$ cat src/rtl/rsp_fifo_pkg.sv
package rsp_fifo_pkg;

    typedef enum logic [1:0] {
        OCC_EMPTY,
        OCC_PART,
        OCC_FULL
    } occ_state_t;

    typedef enum logic {
        RD_IDLE,
        RD_ANSWER
    } rd_state_t;

    // Byte offsets decoded by the host read port.
    localparam int OFFS_COUNT  = 0;
    localparam int OFFS_STATUS = 4;

endpackage

$ cat src/rtl/rsp_store.sv
module rsp_store #(
    parameter int DEPTH   = 8,
    parameter int ENTRY_W = 41
) (
    input  logic               clk,
    input  logic               rst_n,
    input  logic               wr_en,
    input  logic [ENTRY_W-1:0] wr_entry,
    input  logic               rd_pop,
    output logic [ENTRY_W-1:0] head
);
    localparam int PW = (DEPTH > 1) ? $clog2(DEPTH) : 1;
    localparam logic [PW-1:0] LAST = PW'(DEPTH - 1);

    logic [ENTRY_W-1:0] mem [DEPTH];
    logic [PW-1:0]      wp_q;
    logic [PW-1:0]      rp_q;

    function automatic logic [PW-1:0] step(input logic [PW-1:0] p);
        return (p == LAST) ? '0 : p + PW'(1);
    endfunction

    always_ff @(posedge clk) begin
        if (wr_en) begin
            mem[wp_q] <= wr_entry;
        end
    end

    always_ff @(posedge clk) begin
        if (!rst_n) begin
            wp_q <= '0;
            rp_q <= '0;
        end else begin
            if (wr_en)  wp_q <= step(wp_q);
            if (rd_pop) rp_q <= step(rp_q);
        end
    end

    assign head = mem[rp_q];

endmodule

$ cat src/rtl/rsp_level.sv
module rsp_level
    import rsp_fifo_pkg::*;
#(
    parameter int DEPTH = 8,
    parameter int CW    = $clog2(DEPTH + 1)
) (
    input  logic          clk,
    input  logic          rst_n,
    input  logic          push_req,
    input  logic          pop_req,
    output logic          push_ok,
    output logic          pop_ok,
    output logic [CW-1:0] count,
    output logic          is_empty,
    output logic          is_full,
    output logic          ovf
);
    localparam logic [CW-1:0] FULL_CNT = CW'(DEPTH);
    localparam logic [CW-1:0] ONE      = CW'(1);

    occ_state_t    occ_q, occ_d;
    logic [CW-1:0] count_q, count_d;
    logic          ovf_q;

    // Acceptance: a pop needs an entry; a push needs room, or a pop in the same cycle.
    always_comb begin
        pop_ok  = pop_req && (occ_q != OCC_EMPTY);
        push_ok = push_req && ((occ_q != OCC_FULL) || pop_ok);
    end

    always_comb begin
        unique case ({push_ok, pop_ok})
            2'b10:   count_d = count_q + ONE;
            2'b01:   count_d = count_q - ONE;
            default: count_d = count_q;
        endcase
    end

    always_comb begin
        occ_d = occ_q;
        unique case (occ_q)
            OCC_EMPTY: begin
                if (push_ok && !pop_ok)                                  // FILL_FIRST
                    occ_d = (DEPTH == 1) ? OCC_FULL : OCC_PART;
            end
            OCC_PART: begin
                if (push_ok && !pop_ok && count_q == FULL_CNT - ONE)     // FILL_LAST
                    occ_d = OCC_FULL;
                else if (pop_ok && !push_ok && count_q == ONE)           // DRAIN_LAST
                    occ_d = OCC_EMPTY;
            end
            OCC_FULL: begin
                if (pop_ok && !push_ok)                                  // DRAIN_FIRST
                    occ_d = (DEPTH == 1) ? OCC_EMPTY : OCC_PART;
            end
            default: occ_d = OCC_EMPTY;
        endcase
    end

    always_ff @(posedge clk) begin
        if (!rst_n) begin
            occ_q   <= OCC_EMPTY;
            count_q <= '0;
            ovf_q   <= 1'b0;
        end else begin
            occ_q   <= occ_d;
            count_q <= count_d;
            if (push_req && !push_ok) ovf_q <= 1'b1;
        end
    end

    always_comb begin
        is_empty = (occ_q == OCC_EMPTY);
        is_full  = (occ_q == OCC_FULL);
        count    = count_q;
        ovf      = ovf_q;
    end

    a_r8_empty_iff_zero: assert property (@(posedge clk) disable iff (!rst_n)
        is_empty == (count_q == '0));

    a_r8_full_iff_depth: assert property (@(posedge clk) disable iff (!rst_n)
        is_full == (count_q == FULL_CNT));

    a_r6_full_push_dropped: assert property (@(posedge clk) disable iff (!rst_n)
        (is_full && push_req && !pop_req) |=> (count_q == FULL_CNT && ovf_q));

    a_r6_overflow_sticky: assert property (@(posedge clk) disable iff (!rst_n)
        ovf_q |=> ovf_q);

    a_r7_push_pop_hold: assert property (@(posedge clk) disable iff (!rst_n)
        (push_ok && pop_ok) |=> $stable(count_q));

    a_r5_empty_pop_noop: assert property (@(posedge clk) disable iff (!rst_n)
        (is_empty && pop_req && !push_req) |=> is_empty);

endmodule

$ cat src/rtl/rsp_read_port.sv
module rsp_read_port
    import rsp_fifo_pkg::*;
#(
    parameter int BYTE_W = 32,
    parameter int ERR_W  = 8,
    parameter int DATA_W = 32,
    parameter int AW     = 4
) (
    input  logic              clk,
    input  logic              rst_n,
    input  logic              rd_en,
    input  logic [AW-1:0]     rd_addr,
    input  logic [BYTE_W-1:0] head_bytes,
    input  logic [ERR_W-1:0]  head_err,
    input  logic              head_early,
    input  logic              fifo_empty,
    output logic              pop_req,
    output logic              rd_valid,
    output logic [DATA_W-1:0] rd_data
);
    rd_state_t         st_q, st_d;
    logic [DATA_W-1:0] data_q;
    logic [DATA_W-1:0] word_d;
    logic              sel_count;
    logic              sel_stat;

    always_comb begin
        sel_count = (rd_addr == AW'(OFFS_COUNT));
        sel_stat  = (rd_addr == AW'(OFFS_STATUS));
        pop_req   = rd_en && sel_stat;
        if (fifo_empty)
            word_d = '0;
        else if (sel_count)
            word_d = DATA_W'(head_bytes);
        else if (sel_stat)
            word_d = DATA_W'({head_early, head_err});
        else
            word_d = '0;
    end

    always_comb begin
        unique case (st_q)
            RD_IDLE:   st_d = rd_en ? RD_ANSWER : RD_IDLE;   // ACCEPT
            RD_ANSWER: st_d = rd_en ? RD_ANSWER : RD_IDLE;   // RELEASE
            default:   st_d = RD_IDLE;
        endcase
    end

    always_ff @(posedge clk) begin
        if (!rst_n) begin
            st_q   <= RD_IDLE;
            data_q <= '0;
        end else begin
            st_q   <= st_d;
            data_q <= rd_en ? word_d : '0;
        end
    end

    always_comb begin
        rd_valid = (st_q == RD_ANSWER);
        rd_data  = data_q;
    end

    a_r2_answer_next: assert property (@(posedge clk) disable iff (!rst_n)
        rd_en |=> rd_valid);

    a_r2_idle_quiet: assert property (@(posedge clk) disable iff (!rst_n)
        !rd_en |=> !rd_valid);

    a_r5_empty_reads_zero: assert property (@(posedge clk) disable iff (!rst_n)
        (rd_en && fifo_empty) |=> (rd_data == '0));

endmodule

$ cat src/rtl/rsp_fifo_port.sv
module rsp_fifo_port #(
    parameter int DEPTH  = 8,
    parameter int BYTE_W = 32,
    parameter int ERR_W  = 8,
    parameter int DATA_W = 32,
    parameter int AW     = 4,
    parameter int LVL_W  = 16
) (
    input  logic              clk,
    input  logic              rst_n,
    input  logic              rsp_push,
    input  logic [BYTE_W-1:0] rsp_bytes,
    input  logic [ERR_W-1:0]  rsp_err,
    input  logic              rsp_early,
    input  logic              rd_en,
    input  logic [AW-1:0]     rd_addr,
    output logic              rd_valid,
    output logic [DATA_W-1:0] rd_data,
    output logic [DATA_W-1:0] level_word,
    output logic              fifo_empty,
    output logic              fifo_full,
    output logic              fifo_overflow
);
    localparam int ENTRY_W = BYTE_W + ERR_W + 1;
    localparam int CW      = $clog2(DEPTH + 1);

    logic               push_ok;
    logic               pop_ok;
    logic               pop_req;
    logic [CW-1:0]      count;
    logic [ENTRY_W-1:0] head;
    logic [LVL_W-1:0]   lvl;

    rsp_level #(.DEPTH(DEPTH), .CW(CW)) u_level (
        .clk      (clk),
        .rst_n    (rst_n),
        .push_req (rsp_push),
        .pop_req  (pop_req),
        .push_ok  (push_ok),
        .pop_ok   (pop_ok),
        .count    (count),
        .is_empty (fifo_empty),
        .is_full  (fifo_full),
        .ovf      (fifo_overflow)
    );

    rsp_store #(.DEPTH(DEPTH), .ENTRY_W(ENTRY_W)) u_store (
        .clk      (clk),
        .rst_n    (rst_n),
        .wr_en    (push_ok),
        .wr_entry ({rsp_early, rsp_err, rsp_bytes}),
        .rd_pop   (pop_ok),
        .head     (head)
    );

    rsp_read_port #(
        .BYTE_W (BYTE_W),
        .ERR_W  (ERR_W),
        .DATA_W (DATA_W),
        .AW     (AW)
    ) u_rd (
        .clk        (clk),
        .rst_n      (rst_n),
        .rd_en      (rd_en),
        .rd_addr    (rd_addr),
        .head_bytes (head[BYTE_W-1:0]),
        .head_err   (head[BYTE_W+ERR_W-1:BYTE_W]),
        .head_early (head[ENTRY_W-1]),
        .fifo_empty (fifo_empty),
        .pop_req    (pop_req),
        .rd_valid   (rd_valid),
        .rd_data    (rd_data)
    );

    assign lvl        = LVL_W'(count);
    assign level_word = DATA_W'(lvl);

    a_r8_level_upper_zero: assert property (@(posedge clk) disable iff (!rst_n)
        level_word[DATA_W-1:LVL_W] == '0);

    a_r3_status_pops: assert property (@(posedge clk) disable iff (!rst_n)
        (rd_en && rd_addr == AW'(4) && !fifo_empty && !rsp_push)
            |=> (level_word == $past(level_word) - DATA_W'(1)));

endmodule

$ cat config.mk
export PLATFORM = sky130hd
export DESIGN_NAME = rsp_fifo_port
export DESIGN_NICKNAME = d
export VERILOG_FILES = /design/src/rtl/rsp_fifo_pkg.sv /design/src/rtl/rsp_store.sv /design/src/rtl/rsp_level.sv /design/src/rtl/rsp_read_port.sv /design/src/rtl/rsp_fifo_port.sv
export SDC_FILE = /design/constraint.sdc
export NUM_CORES = 1
export LEC_CHECK = 0
export BUFFER_PORTS_ARGS = -buffer_cell sky130_fd_sc_hd__buf_4
export CAP_MARGIN = 25
export CORE_AREA = 2 2 161 163
export CTS_CLUSTER_SIZE = 28
export DETAILED_ROUTE_END_ITERATION = 12
export DIE_AREA = 0 0 163 165
export GPL_TIMING_DRIVEN = 0
export MAX_ROUTING_LAYER = met4
export PLACE_DENSITY = 0.78
export SYNTH_ARGS = -nofsm -noshare
export SYNTH_HDL_FRONTEND = slang
export SYNTH_HIERARCHICAL = 1
export SYNTH_SLANG_ARGS = --single-unit
$ cat constraint.sdc
create_clock -name clk -period 6.6 [get_ports clk]
set_input_delay 0.33 -clock clk [delete_from_list [all_inputs] [get_ports clk]]
set_output_delay 0.33 -clock clk [all_outputs]
set_load 0.1 [all_outputs]
==> impl_metrics.toml, run 1 <==
[worst_setup_path]
cp.arrival_ns = 3.80
reg2reg_setup_slack_ns = 3.35
reg2reg_from = "u_level/occ_q[0]$_SDFFE_PN0P_"
crit_type = "input pin to flip-flop"
worstSetupStartpointType = "input pin"
worstPathRequired_ns = 6.82
reg2reg_to = "u_store/mem[1][4]$_DFFE_PP_"
end_kind = "flip-flop"
cp_max_fo = 10
reg2reg_depth = 9

[global_routing]
grt_pass1_wl_um = 42500
grt_pass1_vias = 7193
gr-total-overflow = 0
grt_max_degree = 25
grtUsageTotal = 0.225
antenna_found_initial = 0

[worst_hold_path]
hp-class = "input pin to flip-flop"
hold_start = "rsp_err[7]"
hold-path-endpoint = "u_store/mem[0][39]$_DFFE_PP_"
hold_path_depth = 1

[timing]
worst_slew_pin_slew_ns = 0.890
drv_slew = 0
min_period_ns = 3.58
finalCritPeriodShare = 0.543
report.final.setup_viol = 0
finalHoldViolations = 0
rsz0062_at_grt = "no"
max_freq_mhz = 279
maxSlewHeadroom = 0.405
fin_worst_skew_ns = 0.0150
setup_ws_ns = 3.02

[placement]
dp_slack_ns = 2.56
port_buffers = 88
dp_hpwl_um = 17600
place.gp.congestion = 0.749

[synthesis]
yosys.area.top_type = "edfxtp_1"
synthDominantCellAreaShare = 0.670
ys_types = 39
syn_area_um2 = 14700
ys_top_cells_by_area = "edfxtp_1 67%, mux4_1 14%, dfxtp_1 6.7%"
ys_async_sr_fraction = 0
syn_area_per_cell_um2 = 21.6
synth_enable_flop_cells = 328
ys_seq_elements = 377
synth_ff_type = "edfxtp_1"
netlist_top_cells_count = "328 x edfxtp_1, 80 x mux4_1, 49 x dfxtp_1, 41 x mux2_2, 28 x buf_4"
synth_most_common_cell = "edfxtp_1"
synthCells = 682
ys_warn_count = 6
yosysSeqAreaShare = 0.736

[clock_network]
root_buffer = "clkbuf_16"
cts_tree = "done"
clock-sinks = 377
numCtsBuffers = 38
post_cts_resized = 0
cts_htree_levels = 2
postCtsHoldBufs = 0
clk_pin_slew_worst_paths_ns = 0.06
clock_latency_ns = 0.52
clk_path_buf_depth = 3
post_cts_buffers = 0

[floorplan]
chipHeight_um = 165
coreArea_um2 = 25000
fp-row-count = 58
die_area_um2 = 26900
pin_count = 117
initial_utilization = 0.588
die_w_um = 163

[finish]
drive_above_1_share = 0.297
syn2layout_area_growth_pct = 19.1
final_nets = 913
diodes = 0

[drt]
detail_route.wl_per_cell_um = 23.4
drtIter0Drc = 589
drc_errors = 0
num_vias = 7022
wirelength_um = 28400
ant_nets = 0
routed_via_density = 5.77
firstDrtPassIters = 5

[job]
maxCapViolations = 0

[power]
vdd_drop_max_v = 0.000277
pwr_density_cell_nw_per_um2 = 289
power_mw = 5.06
leakage_nw = 6.21

[outcome]
status = "completed"
==> routing by layer <==
| metal | global-route usage | vias to the layer above | share of wire |
|---|---|---|---|
| met2 | 0.385 | 251 | 0.51 |
| met1 | 0.285 | 3569 | 0.41 |
| li1 | - | 3151 | - |
| met4 | 0.0595 | 0 | 0.019 |
| met3 | 0.0382 | 51 | 0.061 |
| met5 | - | - | 0 |
==> worst max path at each step <==
stage	start	endpoint	slack, ns	depth (start not counted)
3_3_place_gp	rd_addr[1]	u_store/mem[0][1]$_DFFE_PP_	-1.74	8
6_report	rd_addr[1]	u_store/mem[1][4]$_DFFE_PP_	3.02	12
5_1_grt	rd_addr[1]	u_store/mem[1][3]$_DFFE_PP_	2.78	12
2_1_floorplan	rd_addr[1]	u_store/mem[1][0]$_DFFE_PP_	1.69	7
3_5_place_dp	rd_addr[1]	u_store/mem[1][2]$_DFFE_PP_	2.56	12
4_1_cts	rd_addr[1]	u_store/mem[1][7]$_DFFE_PP_	3.04	12
==> cells by family after synthesis <==
logic type / synth area share
buffers and inverters: 0.0287
multiplexers: 0.188
AND/OR/NAND/NOR: 0.0358
other: 0.000255
AO/OA/AOI/OAI: 0.00493
flip-flops: 0.736
adder cells (fa/ha/maj): 0.00595
==> final cells by class <==
type,instances,area (um^2)
sequential,377,10800
fill,1534,7510
multi-input combinational,271,3620
clock buffer,57,1120
timing repair buffer,108,986
tap,330,413
buffer,58,410
clock inverter,12,138
inverter,3,11.3
==> placed cells by master, fill, tap and decap left out, types with 2 or more instances in the layout <==
| cell | synthesis | final |
|---|---|---|
| o21a_1 | 3 | 3 |
| inv_1 | 3 | 3 |
| mux2i_1 | 16 | 16 |
| mux2_2 | 41 | 41 |
| or3_1 | 2 | 2 |
| mux4_1 | 80 | 80 |
| clkbuf_2 | 3 | 3 |
| buf_4 | 28 | 116 |
| nand2_1 | 7 | 7 |
| nand2b_1 | 7 | 7 |
| nor3_1 | 12 | 10 |
| and3_1 | 25 | 25 |
| clkbuf_1 | 6 | 16 |
| nor3b_1 | 5 | 5 |
| mux4_2 | 2 | 2 |
| conb_1 | 1 | 28 |
| nor2b_1 | 10 | 10 |
| nor3_2 | 0 | 2 |
| buf_12 | 0 | 4 |
| bufinv_16 | 0 | 3 |
| buf_6 | 11 | 23 |
| nor2_4 | 0 | 6 |
| dfxtp_1 | 49 | 49 |
| buf_1 | 9 | 9 |
| buf_16 | 0 | 4 |
| clkinv_2 | 0 | 7 |
| ha_1 | 7 | 7 |
| clkbuf_8 | 0 | 8 |
| nor2_1 | 11 | 5 |
| edfxtp_1 | 328 | 328 |
| clkbuf_16 | 0 | 39 |
==> worst max-delay path: stages <==
cell and delay (ns):
buf_4 0.12, or3_1 0.44, buf_6 0.18, nor2_1 0.32, nor2_1 0.13, nor2b_1 0.48
nand2_1 0.37, nor3_2 0.72, buf_6 0.24, buf_6 0.15, buf_6 0.15, buf_6 0.16
==> stage by stage <==
stage / TNS, ns / hold slack [ns] / std cells / utilization / area, um^2
finish: 0 / 0.0335 / 1216 / 0.700 / 17500
global route: 0 / 0.0274 / 1216 / 0.700 / 17500
CTS: 0 / 0.0202 / 1216 / 0.700 / 17500
detailed placement: 0 / 0.511 / 1147 / 0.650 / 16300
global placement: -139.43 / 0.482 / 1127 / 0.635 / 15900
floorplan: 0 / 0.429 / 709 / - / 14800
==> registers in the layout, indices dropped and copies added, names as in the netlist, named ones only <==
register and flops:
u_rd/rd_valid 1, u_level/occ_q 2, u_store/wp_q 3, u_rd/rd_data 32, u_level/count 4, u_store/rp_q 3, u_level/ovf 1, u_store/mem 328
==> report_power, final <==
group | internal [mW] | switching [mW] | total, mW
Combinational | 0.0953 | 0.184 | 0.280
Clock | 1.29 | 0.839 | 2.13
Sequential | 2.64 | 0.0129 | 2.65
Power figures use the tool's default switching activity.
==> run 2: changes to the inputs <==
==> constraint.sdc (replaced) <==
create_clock -name clk -period 3.39 [get_ports clk]
set_input_delay 0.1695 -clock clk [delete_from_list [all_inputs] [get_ports clk]]
set_output_delay 0.1695 -clock clk [all_outputs]
set_load 0.1 [all_outputs]
==> impl_metrics.toml, run 2 (same netlist as run 1, synthesis figures left out) <==
[clock_network]
root_buffer = "clkbuf_16"
post_cts_resized = 0
clock-sinks = 377
post_cts_buffers = 0
cts_tree = "done"
numCtsBuffers = 37
clk_pin_slew_worst_paths_ns = 0.06
cts_htree_levels = 2
clock_latency_ns = 0.51
clk_path_buf_depth = 3

[worst_setup_path]
crit_type = "input pin to flip-flop"
cpLargestDelayFamily = "simple AND/OR/NAND/NOR gates"
critPathSlowestCell = "nor3_4"
cp_max_fo = 12
slowest_delay_ns = 0.82
worstSetupStartpointType = "input pin"
worstPathRequired_ns = 3.61
cp.arrival_ns = 3.41
crit_buf_inv = 4
end_kind = "flip-flop"
worstPathCellList = "dlygate4sd3_1, buf_4, nand2_1, nor2_1, nor2_1, nor2b_1, nand2b_1, nor3_4, buf_16, buf_16"

[floorplan]
chipHeight_um = 165
pin_count = 117
die_w_um = 163
fp-row-count = 58
coreArea_um2 = 25000
initial_utilization = 0.588
die_area_um2 = 26900

[timing]
min_period_ns = 3.19
finalCritPeriodShare = 0.941
fin_worst_skew_ns = 0.00796
report.final.setup_viol = 0
maxSlewHeadroom = 0.368
finalHoldViolations = 0
rsz0062_at_grt = "no"
worst_slew_pin_slew_ns = 0.945
max_freq_mhz = 314
drv_slew = 0

[global_routing]
grt_pass1_vias = 7383
antenna_found_initial = 0
grtUsageTotal = 0.224
gr-total-overflow = 0
grt_max_degree = 25
grt_pass1_wl_um = 42400

[finish]
final_cell_mix = "328 x edfxtp_1, 116 x buf_4, 80 x mux4_1"
final_nets = 952
diodes = 0
n_fill_cell = 1475
layout_commonest_cell = "edfxtp_1"
syn2layout_area_growth_pct = 22.0
drive_above_1_share = 0.277
design_area_um2 = 17900
top_register = "u_store/mem"
largest_reg_flops = 328
multiInputGateArea_um2 = 3630
regArea_um2 = 10800

[power]
swShare = 0.206
power_mw = 9.74
pwr_density_cell_nw_per_um2 = 543
p_comb_frac = 0.061
p_clk_frac = 0.409
leakage_nw = 6.35
switching_power_mw = 2.00
share_seq_of_total_power = 0.530
vdd_drop_max_v = 0.000468
power.internal_mw = 7.73

[placement]
dp_hpwl_um = 17400
place.gp.congestion = 0.773
place_area_um2 = 16300
port_buffers = 88

[drt]
ant_nets = 0
wirelength_um = 28600
routed_via_density = 5.71
drtIter0Drc = 547
detail_route.wl_per_cell_um = 22.8
drc_errors = 0
num_vias = 7170
firstDrtPassIters = 4

[worst_hold_path]
hp-class = "input pin to flip-flop"

[outcome]
status = "completed"

[job]
maxCapViolations = 0
[run 2: worst register-to-register path, stage by stage (launching register included)]
cell	delay, ns
dfxtp_1	0.42
nand2b_4	0.19
nor2_1	0.06
nor2b_1	0.51
nand2b_1	0.39
nor3_4	0.82
buf_16	0.23
buf_16	0.17
[run 2: area by class of cell]
class | instances | share of cell area
sequential | 377 | 0.603
multi-input combinational | 271 | 0.202
timing repair buffer | 148 | 0.0802
clock buffer | 52 | 0.0599
tap | 330 | 0.0230
buffer | 58 | 0.0229
clock inverter | 16 | 0.00774
inverter | 3 | 0.000627
[run 2: through the flow]
stage                     cells  TNS (ns)  worst slack [ns]   util  hold WS (ns)
after CTS                  1255         0             0.254  0.717       0.00414
final                      1255         0             0.201  0.717        0.0237
after global routing       1255         0            0.0677  0.717        0.0163
after detailed placement   1141    -10.86            -0.187  0.650         0.404
after global placement     1127   -762.76             -2.46  0.635         0.391
after floorplan             709    -72.75            -0.266      -         0.268
[run 2: timing repair]
action / 4_1_cts / 5_1_grt
setup endpoints to repair: 0 / 0
hold buffers: 46 / 0
hold endpoints to repair: 336 / 0
[run 2: path summary, 6_finish.rpt]
check | from | end | slack, ns | cells past startpoint
worst max register to register | u_level/occ_q[0]$_SDFFE_PN0P_ | u_store/mem[0][5]$_DFFE_PP_ | 0.28 | 7
worst min register to register | u_level/count[3]$_SDFFE_PN0P_ | u_level/count[3]$_SDFFE_PN0P_ | 0.55 | 2
worst min-delay path | rd_addr[1] | u_rd/rd_data[20]$_SDFF_PP0_ | 0.02 | 3
worst max-delay path | rd_en | u_store/mem[0][5]$_DFFE_PP_ | 0.20 | 10
[run 2: power by group through the flow]
stage,clock (mW),combinational [mW],sequential [mW]
global route,4.26,0.630,5.16
detailed placement,0,0.551,5.26
finish,3.98,0.596,5.16
global placement,0,0.491,5.26
CTS,4.06,0.596,5.16
floorplan,0,0.323,5.28
[run 2: per-layer routing]
metal / routed length, um / track usage
met5: 0 / -
met4: 524 / 0.0575
met3: 1750 / 0.0389
met2: 14700 / 0.381
met1: 11600 / 0.284
